### config.mk
export PLATFORM = sky130hd
export DESIGN_NAME = irq_router
export DESIGN_NICKNAME = d
export VERILOG_FILES = /design/src/rtl/irq_router_pkg.sv /design/src/rtl/irq_router_state.sv /design/src/rtl/irq_router_pick.sv /design/src/rtl/irq_router.sv
export SDC_FILE = /design/constraint.sdc
export NUM_CORES = 1
export LEC_CHECK = 0
export ABC_AREA = 1
export BUFFER_PORTS_ARGS = -buffer_cell sky130_fd_sc_hd__buf_4
export CAP_MARGIN = 10
export CORE_UTILIZATION = 62
export CTS_CLUSTER_SIZE = 25
export DETAILED_ROUTE_END_ITERATION = 10
export PLACE_DENSITY = 0.87
export SLEW_MARGIN = 20
export SYNTH_ARGS = -nofsm -noshare
export SYNTH_HDL_FRONTEND = slang
export SYNTH_HIERARCHICAL = 1
export SYNTH_SLANG_ARGS = --single-unit
export TNS_END_PERCENT = 50
### constraint.sdc
create_clock -name clk -period 5.3 [get_ports clk]
set_input_delay 0.795 -clock clk [delete_from_list [all_inputs] [get_ports clk]]
set_output_delay 0.795 -clock clk [all_outputs]
set_load 0.01 [all_outputs]
### src/rtl/irq_router_pkg.sv
package irq_router_pkg;

  localparam int ID_W = 10;
  localparam logic [ID_W-1:0] NONE_ID = 10'd1023;

  localparam int OFS_CTRL    = 'h000;
  localparam int OFS_EN_SET  = 'h030;
  localparam int OFS_EN_CLR  = 'h034;
  localparam int OFS_ACK     = 'h044;
  localparam int OFS_MSK_SET = 'h048;
  localparam int OFS_MSK_CLR = 'h04C;
  localparam int OFS_ROUTE   = 'h100;

  localparam int ID_IPI = 0;
  localparam int ID_MSI = 1;
  localparam int ID_TMR = 5;

  typedef enum logic [2:0] {
    ACC_NONE,
    ACC_EN_SET,
    ACC_EN_CLR,
    ACC_MSK_SET,
    ACC_MSK_CLR,
    ACC_ROUTE
  } acc_kind_e;

  function automatic logic is_private(input int id);
    return (id == ID_IPI) || (id == ID_MSI) || (id == ID_TMR);
  endfunction

endpackage

### src/rtl/irq_router_state.sv
module irq_router_state
  import irq_router_pkg::*;
#(
  parameter int NUM_CPUS = 2,
  parameter int NUM_SRC  = 16,
  localparam int CPU_W     = (NUM_CPUS > 1) ? $clog2(NUM_CPUS) : 1,
  localparam int SRC_IDX_W = $clog2(NUM_SRC)
) (
  input  logic                               clk,
  input  logic                               rst_n,
  input  acc_kind_e                          acc_kind,
  input  logic [SRC_IDX_W-1:0]               acc_id,
  input  logic [CPU_W-1:0]                   acc_cpu,
  input  logic [NUM_CPUS-1:0]                acc_route,
  output logic [NUM_SRC-1:0]                 en_q,
  output logic [NUM_CPUS-1:0][NUM_SRC-1:0]   mask_q,
  output logic [NUM_SRC-1:0][NUM_CPUS-1:0]   route_q
);

  logic [NUM_SRC-1:0]               en_d;
  logic [NUM_CPUS-1:0][NUM_SRC-1:0] mask_d;
  logic [NUM_SRC-1:0][NUM_CPUS-1:0] route_d;
  logic en_ce, mask_ce, route_ce;

  assign en_ce    = (acc_kind == ACC_EN_SET)  || (acc_kind == ACC_EN_CLR);
  assign mask_ce  = (acc_kind == ACC_MSK_SET) || (acc_kind == ACC_MSK_CLR);
  assign route_ce = (acc_kind == ACC_ROUTE);

  always_comb begin
    en_d    = en_q;
    mask_d  = mask_q;
    route_d = route_q;
    case (acc_kind)
      ACC_EN_SET:  en_d[acc_id] = 1'b1;
      ACC_EN_CLR:  en_d[acc_id] = 1'b0;
      ACC_MSK_SET: mask_d[acc_cpu][acc_id] = 1'b1;
      ACC_MSK_CLR: mask_d[acc_cpu][acc_id] = 1'b0;
      ACC_ROUTE:   route_d[acc_id] = acc_route;
      default: ;
    endcase
  end

  always_ff @(posedge clk or negedge rst_n) begin
    if (!rst_n) begin
      en_q    <= '0;
      mask_q  <= '1;
      route_q <= '0;
    end else begin
      if (en_ce)    en_q    <= en_d;
      if (mask_ce)  mask_q  <= mask_d;
      if (route_ce) route_q <= route_d;
    end
  end

  // a clear-enable access leaves the addressed source disabled
  assert_en_clear_R3: assert property (@(posedge clk) disable iff (!rst_n)
    (acc_kind == ACC_EN_CLR) |=> !en_q[$past(acc_id)]);

  // a set-enable access leaves the addressed source enabled
  assert_en_set_R3: assert property (@(posedge clk) disable iff (!rst_n)
    (acc_kind == ACC_EN_SET) |=> en_q[$past(acc_id)]);

  for (genvar c = 0; c < NUM_CPUS; c++) begin : g_mask_chk
    // a mask access by one core leaves every other core's mask alone
    assert_mask_local_R4: assert property (@(posedge clk) disable iff (!rst_n)
      (mask_ce && (acc_cpu != CPU_W'(c))) |=> $stable(mask_q[c]));
  end

endmodule

### src/rtl/irq_router_pick.sv
module irq_router_pick
  import irq_router_pkg::*;
#(
  parameter int NUM_CPUS = 2,
  parameter int NUM_SRC  = 16,
  localparam int SRC_IDX_W = $clog2(NUM_SRC)
) (
  input  logic                               clk,
  input  logic                               rst_n,
  input  logic [NUM_SRC-1:0]                 src_lvl,
  input  logic [NUM_CPUS-1:0]                ipi_sum,
  input  logic [NUM_CPUS-1:0]                msi_sum,
  input  logic [NUM_CPUS-1:0]                tmr_lvl,
  input  logic [NUM_SRC-1:0]                 en_q,
  input  logic [NUM_CPUS-1:0][NUM_SRC-1:0]   mask_q,
  input  logic [NUM_SRC-1:0][NUM_CPUS-1:0]   route_q,
  output logic [NUM_CPUS-1:0][ID_W-1:0]      ack_id,
  output logic [NUM_CPUS-1:0]                irq
);

  for (genvar c = 0; c < NUM_CPUS; c++) begin : g_cpu
    logic [NUM_SRC-1:0] elig;
    logic [NUM_SRC-1:0] below;
    logic [ID_W-1:0]    sel;

    always_comb begin
      for (int i = 0; i < NUM_SRC; i++) begin
        elig[i] = src_lvl[i] & en_q[i] & route_q[i][c] & ~mask_q[c][i];
      end
      elig[ID_IPI] = ipi_sum[c] & ~mask_q[c][ID_IPI];
      elig[ID_MSI] = msi_sum[c] & ~mask_q[c][ID_MSI];
      elig[ID_TMR] = tmr_lvl[c] & ~mask_q[c][ID_TMR];
    end

    always_comb begin
      sel = NONE_ID;
      for (int i = NUM_SRC - 1; i >= 0; i--) begin
        if (elig[i]) sel = ID_W'(i);
      end
    end

    assign ack_id[c] = sel;
    assign irq[c]    = |elig;
    assign below     = ~({NUM_SRC{1'b1}} << sel);

    // a shared source is only ever reported to a core it is routed to
    assert_route_owner_R10: assert property (@(posedge clk) disable iff (!rst_n)
      (irq[c] && !is_private(32'(sel))) |-> route_q[sel[SRC_IDX_W-1:0]][c]);

    // the reported ID is eligible and no lower ID is
    assert_lowest_first_R7: assert property (@(posedge clk) disable iff (!rst_n)
      irq[c] |-> (elig[sel[SRC_IDX_W-1:0]] && ($countones(elig & below) == 0)));
  end

endmodule

### src/rtl/irq_router.sv
module irq_router
  import irq_router_pkg::*;
#(
  parameter int NUM_CPUS = 2,
  parameter int NUM_SRC  = 16,
  parameter int ADDR_W   = 12,
  parameter int DATA_W   = 32,
  localparam int CPU_W     = (NUM_CPUS > 1) ? $clog2(NUM_CPUS) : 1,
  localparam int SRC_IDX_W = $clog2(NUM_SRC)
) (
  input  logic                clk,
  input  logic                rst_n,
  input  logic                bus_en,
  input  logic                bus_we,
  input  logic [CPU_W-1:0]    bus_cpu,
  input  logic [ADDR_W-1:0]   bus_addr,
  input  logic [DATA_W-1:0]   bus_wdata,
  output logic [DATA_W-1:0]   bus_rdata,
  input  logic [NUM_SRC-1:0]  src_lvl,
  input  logic [NUM_CPUS-1:0] ipi_sum,
  input  logic [NUM_CPUS-1:0] msi_sum,
  input  logic [NUM_CPUS-1:0] tmr_lvl,
  output logic [NUM_CPUS-1:0] cpu_irq
);

  localparam int ROUTE_END = OFS_ROUTE + 4 * NUM_SRC;

  // reset: asserted asynchronously, released on a clock edge
  logic [1:0] rst_pipe;
  logic       rst_int_n;

  always_ff @(posedge clk or negedge rst_n) begin
    if (!rst_n) rst_pipe <= '0;
    else        rst_pipe <= {rst_pipe[0], 1'b1};
  end
  assign rst_int_n = rst_pipe[1];

  // access decode
  logic                  wr, rd;
  logic [ID_W-1:0]       wr_id;
  logic                  id_ok;
  logic                  in_route;
  logic [ADDR_W-1:0]     route_off;
  logic [SRC_IDX_W-1:0]  route_idx;
  acc_kind_e             acc_kind;
  logic [SRC_IDX_W-1:0]  acc_id;

  assign wr        = bus_en & bus_we;
  assign rd        = bus_en & ~bus_we;
  assign wr_id     = bus_wdata[ID_W-1:0];
  assign id_ok     = (wr_id < ID_W'(NUM_SRC));
  assign in_route  = (bus_addr >= ADDR_W'(OFS_ROUTE)) && (bus_addr < ADDR_W'(ROUTE_END))
                     && (bus_addr[1:0] == 2'b00);
  assign route_off = bus_addr - ADDR_W'(OFS_ROUTE);
  assign route_idx = route_off[SRC_IDX_W+1:2];

  always_comb begin
    acc_kind = ACC_NONE;
    acc_id   = wr_id[SRC_IDX_W-1:0];
    if (wr) begin
      if (in_route) begin
        acc_kind = ACC_ROUTE;
        acc_id   = route_idx;
      end else if (id_ok) begin
        if      (bus_addr == ADDR_W'(OFS_EN_SET))  acc_kind = ACC_EN_SET;
        else if (bus_addr == ADDR_W'(OFS_EN_CLR))  acc_kind = ACC_EN_CLR;
        else if (bus_addr == ADDR_W'(OFS_MSK_SET)) acc_kind = ACC_MSK_SET;
        else if (bus_addr == ADDR_W'(OFS_MSK_CLR)) acc_kind = ACC_MSK_CLR;
      end
    end
  end

  logic [NUM_SRC-1:0]               en_q;
  logic [NUM_CPUS-1:0][NUM_SRC-1:0] mask_q;
  logic [NUM_SRC-1:0][NUM_CPUS-1:0] route_q;
  logic [NUM_CPUS-1:0][ID_W-1:0]    ack_id;

  irq_router_state #(.NUM_CPUS(NUM_CPUS), .NUM_SRC(NUM_SRC)) u_state (
    .clk       (clk),
    .rst_n     (rst_int_n),
    .acc_kind  (acc_kind),
    .acc_id    (acc_id),
    .acc_cpu   (bus_cpu),
    .acc_route (bus_wdata[NUM_CPUS-1:0]),
    .en_q      (en_q),
    .mask_q    (mask_q),
    .route_q   (route_q)
  );

  irq_router_pick #(.NUM_CPUS(NUM_CPUS), .NUM_SRC(NUM_SRC)) u_pick (
    .clk     (clk),
    .rst_n   (rst_int_n),
    .src_lvl (src_lvl),
    .ipi_sum (ipi_sum),
    .msi_sum (msi_sum),
    .tmr_lvl (tmr_lvl),
    .en_q    (en_q),
    .mask_q  (mask_q),
    .route_q (route_q),
    .ack_id  (ack_id),
    .irq     (cpu_irq)
  );

  // read data: next-state and register
  logic [DATA_W-1:0] rdata_d, rdata_q;

  always_comb begin
    rdata_d = '0;
    if (bus_addr == ADDR_W'(OFS_CTRL))     rdata_d[11:2]         = 10'(NUM_SRC);
    else if (bus_addr == ADDR_W'(OFS_ACK)) rdata_d[ID_W-1:0]     = ack_id[bus_cpu];
    else if (in_route)                     rdata_d[NUM_CPUS-1:0] = route_q[route_idx];
  end

  always_ff @(posedge clk or negedge rst_int_n) begin
    if (!rst_int_n)  rdata_q <= '0;
    else if (rd)     rdata_q <= rdata_d;
  end

  assign bus_rdata = rdata_q;

  logic unused_bits;
  assign unused_bits = ^{bus_wdata[DATA_W-1:ID_W], route_off[ADDR_W-1:SRC_IDX_W+2],
                         route_off[1:0]};

  for (genvar c = 0; c < NUM_CPUS; c++) begin : g_irq_chk
    // request line agrees with the acknowledge value
    assert_irq_matches_ack_R8: assert property (@(posedge clk) disable iff (!rst_int_n)
      cpu_irq[c] == (ack_id[c] != NONE_ID));
  end

endmodule

==> results.py, run 1 <==
metrics = {
    "detailed_routing": {
        "m1WireLength_um": 5880,
        "wl_per_cell_um": 13.5,
        "via_count": 5517,
        "first_pass_iters": 6,
        "top_layer_used": "met4",
        "wl_met2_um": 6680,
        "drtIter0Drc": 488,
        "drc": 0,
        "avgViaCountPerCell": 5.23,
        "wl_um": 14300,
        "wl_met3_um": 1130,
        "postRouteAntennaNets": 0,
    },
    "layout": {
        "syn2layout_area_growth_pct": 7.73,
        "drive_above_1_share_pct": 21.0,
        "fillerInstances": 816,
        "antennaDiodeCount": 0,
        "nets": 992,
    },
    "sta": {
        "max_freq_mhz": 328,
        "max-slew-margin-rel_pct": 36.7,
        "min_period_ps": 3050,
        "finalMaxSlewViolations": 0,
        "holdWs_ps": 190,
        "setup_violations": 0,
        "final-hold-violation-count": 0,
        "min_period_over_period_pct": 57.6,
        "fin_setup_tns_ps": 0,
        "tightestPinTransition_ps": 948,
        "rsz0062_at_grt": "no",
        "finClkSkew_ps": 10.4,
    },
    "setup_path": {
        "cp_top_family": "simple AND/OR/NAND/NOR gates",
        "reg2reg_depth": 22,
        "crit_path_top_delay_cell": "nor2_2",
        "worstSetupEndpointType": "flop",
        "worstSetupPathType": "in2reg",
        "cp_num_buf_inv": 3,
        "ff2ff_setup_slack_ps": 3190,
        "required_ps": 5600,
        "crit_top_cell": "nand2_1",
        "r2r_end": "bus_rdata[0]$_DFFE_PN0P_",
        "worstPathCellList": "buf_4 -> inv_2 -> nand2_1 -> nor2_1 -> nand3_1 -> a21boi_0 -> nor2_1 -> nand2_1 -> nor2_2 -> buf_4 -> nand4_1 -> nand2_1",
        "slowest_delay_ps": 720,
        "setup.worst_path.start_class": "primary input",
        "arrival_ps": 3350,
        "path_max_fanout": 21,
    },
    "floorplanning": {
        "start_util_pct": 64.9,
        "design.die.area_um2": 10200,
        "io_pins": 105,
        "die_w_um": 101,
        "rows": 35,
        "core_um2": 9330,
        "dieHeight_um": 101,
    },
    "power": {
        "p_clk_share_pct": 39.0,
        "p_int_w": 0.00100,
        "p_comb_share_pct": 10.5,
        "p_sw_w": 0.000362,
        "pwr-share-seq_pct": 50.5,
        "leakage_nw": 3.30,
        "peakVddDrop_mv": 0.144,
        "pwr_density_cell_nw_per_um2": 209,
        "p_total_w": 0.00136,
        "swShare_pct": 26.5,
    },
    "synth": {
        "yosys_warnings": 6,
        "synth.avg_cell_area_um2": 6.79,
        "synth_cells": 891,
        "synth.cell_area_um2": 6050,
    },
    "clock_tree": {
        "cts_max_path_buffers": 2,
        "cts.clk_slew.worst_paths_ps": 100,
        "ctsResizeCount": 0,
        "cts_tree": "done",
        "hold_buffers": 0,
        "cts_buffers": 9,
        "cts.sinks": 89,
        "cts_setup_buffers": 0,
        "clk_latency_ps": 360,
        "cts_root_buffer": "clkbuf_8",
        "cts_max_level": 3,
    },
    "status": {
        "outcome": "completed",
    },
    "grt": {
        "grt_antenna_before_repair": 0,
        "grt_pass1_vias": 5053,
        "grt_max_degree": 53,
        "grt_usage_pct": 30.2,
        "grt-ovfl-total": 0,
        "grt_pass1_wl_um": 23500,
    },
    "placement": {
        "hpwl_um": 10400,
        "portBuffers": 57,
        "place_congestion": 0.930,
    },
    "worst_hold_path": {
        "hp-class": "in2async",
    },
    "job": {
        "cap_viol_max_count": 0,
    },
}
==> area by class of cell <==
cell class,instances,area [um^2],area share (%)
clock inverter,7,100,1.53
tap,129,161,2.48
timing repair buffer,59,443,6.79
inverter,124,470,7.21
sequential,89,2270,34.8
multi-input combinational,638,2950,45.3
clock buffer,9,124,1.90
==> how the worst max path moves through the flow <==
| stage | from | end | slack [ps] | depth (start not counted) |
|---|---|---|---|---|
| final | bus_addr[2] | flop | 2250 | 12 |
| after global routing | bus_addr[11] | u_state/route_q[12]$_DFFE_PN0P_ | 1960 | 11 |
| after CTS | bus_addr[11] | u_state/route_q[12]$_DFFE_PN0P_ | 2320 | 11 |
| after detailed placement | bus_addr[2] | flop | 1970 | 12 |
| after global placement | bus_addr[2] | flop | 1970 | 12 |
| after floorplan | rst_pipe[1]$_DFF_PN0_ | bus_rdata[0]$_DFFE_PN0P_ | 2690 | 0 |
==> metrics by stage <==
step,area (um^2),setup WS [ps],util [%],std cells
after global placement,6300,1970,67.5,1039
after global routing,6520,1960,69.9,1055
after detailed placement,6300,1970,67.5,1039
after CTS,6520,2320,69.9,1055
final,6520,2250,69.9,1055
after floorplan,6130,2690,-,912
==> power by group through the flow <==
stage / registers (W) / logic, W / clock network, W
2_1_floorplan: 0.000705 / 0.000102 / 0
3_3_place_gp: 0.000701 / 0.000139 / 0
3_5_place_dp: 0.000701 / 0.000142 / 0
4_1_cts: 0.000689 / 0.000142 / 0.000538
5_1_grt: 0.000690 / 0.000158 / 0.000569
6_report: 0.000688 / 0.000143 / 0.000531
==> routing by layer <==
| metal | vias to the layer above | GRT usage, % |
|---|---|---|
| met3 | 38 | 4.16 |
| li1 | 2745 | - |
| met2 | 255 | 49.7 |
| met1 | 2479 | 38.9 |
| met4 | 0 | 15.9 |
| met5 | - | 0 |
==> cells in the final DEF (no fill, tap or decap), drive strengths merged, types with 9 or more instances in the layout <==
cell,n
inv,126
clkbuf,9
a21oi,9
dfstp,32
nand3,85
nor3,20
nand2,326
o21ai,52
buf,59
nor2,99
conb,23
dfrtp,57
Note: power is estimated with default switching activity, not from simulation.
==> inputs of run 2 (changes only) <==
ABC_AREA = 0   (was 1)
CORE_UTILIZATION = 51   (was 62)
PLACE_DENSITY = 0.77   (was 0.87)
clock period = 2.5 ns   (was 5.3 ns; I/O delays follow)
==> run 2 against run 1 <==
  * Wire length up 1.4%
  * Power grew 100%
  * Critical path depth shrank 7
  * Non-clock buffer count grew 62
  * Register-to-register slack got worse by 3000 ps
==> results.py, run 2 <==
metrics = {
    "layout": {
        "multi_input_area_um2": 2950,
        "utilization_pct": 63.8,
        "layout_common_cells": "buf_4 (114), o21ai_0 (57), dfrtp_1 (56), dfstp_2 (32)",
        "drive_above_1_share_pct": 41.2,
        "syn2layout_area_growth_pct": 21.3,
        "final_common_cell": "buf_4",
        "regArea_um2": 2270,
        "finalInstanceArea_um2": 6620,
        "fillerInstances": 823,
        "antennaDiodeCount": 0,
        "nets": 678,
    },
    "placement": {
        "place_congestion": 0.919,
        "post_dp_cell_area_um2": 6240,
        "portBuffers": 57,
        "hpwl_um": 10400,
    },
    "synth": {
        "synth.avg_cell_area_um2": 10.6,
        "yosys_warnings": 6,
        "synth_cells": 517,
        "synth.cell_area_um2": 5460,
    },
    "setup_path": {
        "arrival_ps": 2110,
        "path_max_fanout": 2,
        "r2r_end": "bus_rdata[6]$_DFFE_PN0P_",
        "cp_num_buf_inv": 1,
        "worstSetupEndpointType": "output port",
        "worstSetupPathType": "reg2out",
        "worstPathCellList": "and4b_2 -> nor2b_2 -> nand3_2 -> or4_4 -> buf_6",
        "reg2reg_depth": 10,
        "crit_path_top_delay_cell": "dfstp_2",
        "slowest_delay_ps": 540,
        "cp_top_family": "simple AND/OR/NAND/NOR gates",
        "required_ps": 2120,
        "ff2ff_setup_slack_ps": 210,
        "setup.worst_path.start_class": "flop",
    },
    "job": {
        "cap_viol_max_count": 0,
    },
    "detailed_routing": {
        "drtIter0Drc": 309,
        "wl_per_cell_um": 19.3,
        "wl_um": 14500,
        "drc": 0,
        "avgViaCountPerCell": 5.90,
        "first_pass_iters": 6,
        "via_count": 4410,
        "postRouteAntennaNets": 0,
    },
    "power": {
        "peakVddDrop_mv": 0.249,
        "p_clk_share_pct": 35.8,
        "p_sw_w": 0.000688,
        "pwr_density_cell_nw_per_um2": 413,
        "swShare_pct": 25.2,
        "p_int_w": 0.00204,
        "p_comb_share_pct": 10.8,
        "pwr-share-seq_pct": 53.3,
        "leakage_nw": 3.04,
        "p_total_w": 0.00273,
    },
    "floorplanning": {
        "dieHeight_um": 105,
        "rows": 37,
        "design.die.area_um2": 11100,
        "die_w_um": 105,
        "io_pins": 105,
        "core_um2": 10400,
        "start_util_pct": 52.6,
    },
    "sta": {
        "finClkSkew_ps": 17.7,
        "rsz0062_at_grt": "yes",
        "min_period_over_period_pct": 99.3,
        "tightestPinTransition_ps": 530,
        "finalMaxSlewViolations": 0,
        "holdWs_ps": 307,
        "setup_violations": 0,
        "min_period_ps": 2480,
        "max_freq_mhz": 403,
        "max-slew-margin-rel_pct": 64.7,
        "final-hold-violation-count": 0,
    },
    "clock_tree": {
        "cts_max_level": 3,
        "cts_tree": "done",
        "cts_root_buffer": "clkbuf_8",
        "cts_buffers": 9,
        "cts.clk_slew.worst_paths_ps": 90,
        "cts.sinks": 89,
        "cts_max_path_buffers": 2,
        "clk_latency_ps": 380,
    },
    "grt": {
        "grt_max_degree": 82,
        "grt_pass1_vias": 4428,
        "grt-ovfl-total": 0,
        "grt_pass1_wl_um": 22600,
        "grt_usage_pct": 27.1,
        "grt_antenna_before_repair": 0,
    },
    "status": {
        "outcome": "completed",
    },
    "worst_hold_path": {
        "hp-class": "in2async",
    },
}
==> run 2: worst max path at each step <==
| stage | cells after the start | from | endpoint | slack [ps] |
|---|---|---|---|---|
| 2_1_floorplan | 8 | bus_addr[11] | u_state/route_q[4]$_DFFE_PN0P_ | -280 |
| 3_3_place_gp | 10 | bus_addr[11] | u_state/route_q[5]$_DFFE_PN0P_ | -290 |
| 6_report | 5 | flop | cpu_irq[1] | 20 |
| 5_1_grt | 9 | bus_addr[0] | u_state/route_q[4]$_DFFE_PN0P_ | -20 |
| 3_5_place_dp | 9 | bus_addr[11] | u_state/route_q[2]$_DFFE_PN0P_ | -330 |
| 4_1_cts | 5 | flop | cpu_irq[1] | -9 |
==> run 2: worst reg2reg max path, delay by kind of cell (launching register included) <==
kind	cells	cell delay [ps]
buffers and inverters	2	360
flip-flops	1	540
AO/OA/AOI/OAI	3	380
AND/OR/NAND/NOR	5	930
==> run 2: stage by stage <==
| step | worst slack [ps] | setup TNS (ps) | instances |
|---|---|---|---|
| detailed placement | -331 | -16250 | 718 |
| global placement | -288 | -11760 | 718 |
| finish | 17.2 | 0 | 748 |
| CTS | -8.72 | -8.72 | 741 |
| floorplan | -281 | -5470 | 538 |
| global route | -17.4 | -87.6 | 748 |
==> run 2: final cells by class <==
class | instances | share of cell area, %
clock buffer | 11 | 1.99
timing repair buffer | 121 | 14.4
inverter | 23 | 1.32
sequential | 89 | 34.3
tap | 136 | 2.57
multi-input combinational | 363 | 44.6
clock inverter | 5 | 0.851
==> run 2: layer usage <==
| layer | track usage (%) | vias to the layer above | wire length, um |
|---|---|---|---|
| li1 | - | 2028 | - |
| met1 | 34.4 | 2158 | 5970 |
| met2 | 44.4 | 188 | 7020 |
| met3 | 4.33 | 36 | 1050 |
| met4 | 14.6 | 0 | 438 |
| met5 | 0 | - | 0 |
==> run 2: power groups by stage <==
stage	logic (W)	clock network, W	registers, W
6_report	0.000296	0.000978	0.00146
5_1_grt	0.000317	0.00106	0.00146
4_1_cts	0.000271	0.000999	0.00147
3_5_place_dp	0.000264	0	0.00150
3_3_place_gp	0.000259	0	0.00149
2_1_floorplan	0.000173	0	0.00149
==> run 2: what timing repair did <==
| action | CTS | global route |
|---|---|---|
| setup buffers | 6 | 6 |
| hold buffers | 1 | 0 |
| resized for setup | 4 | 16 |
| gates cloned | 0 | 0 |
| pin swaps | 5 | 4 |
| setup endpoints to repair | 2 | 33 |
| endpoints found under the hold margin | 2 | 0 |
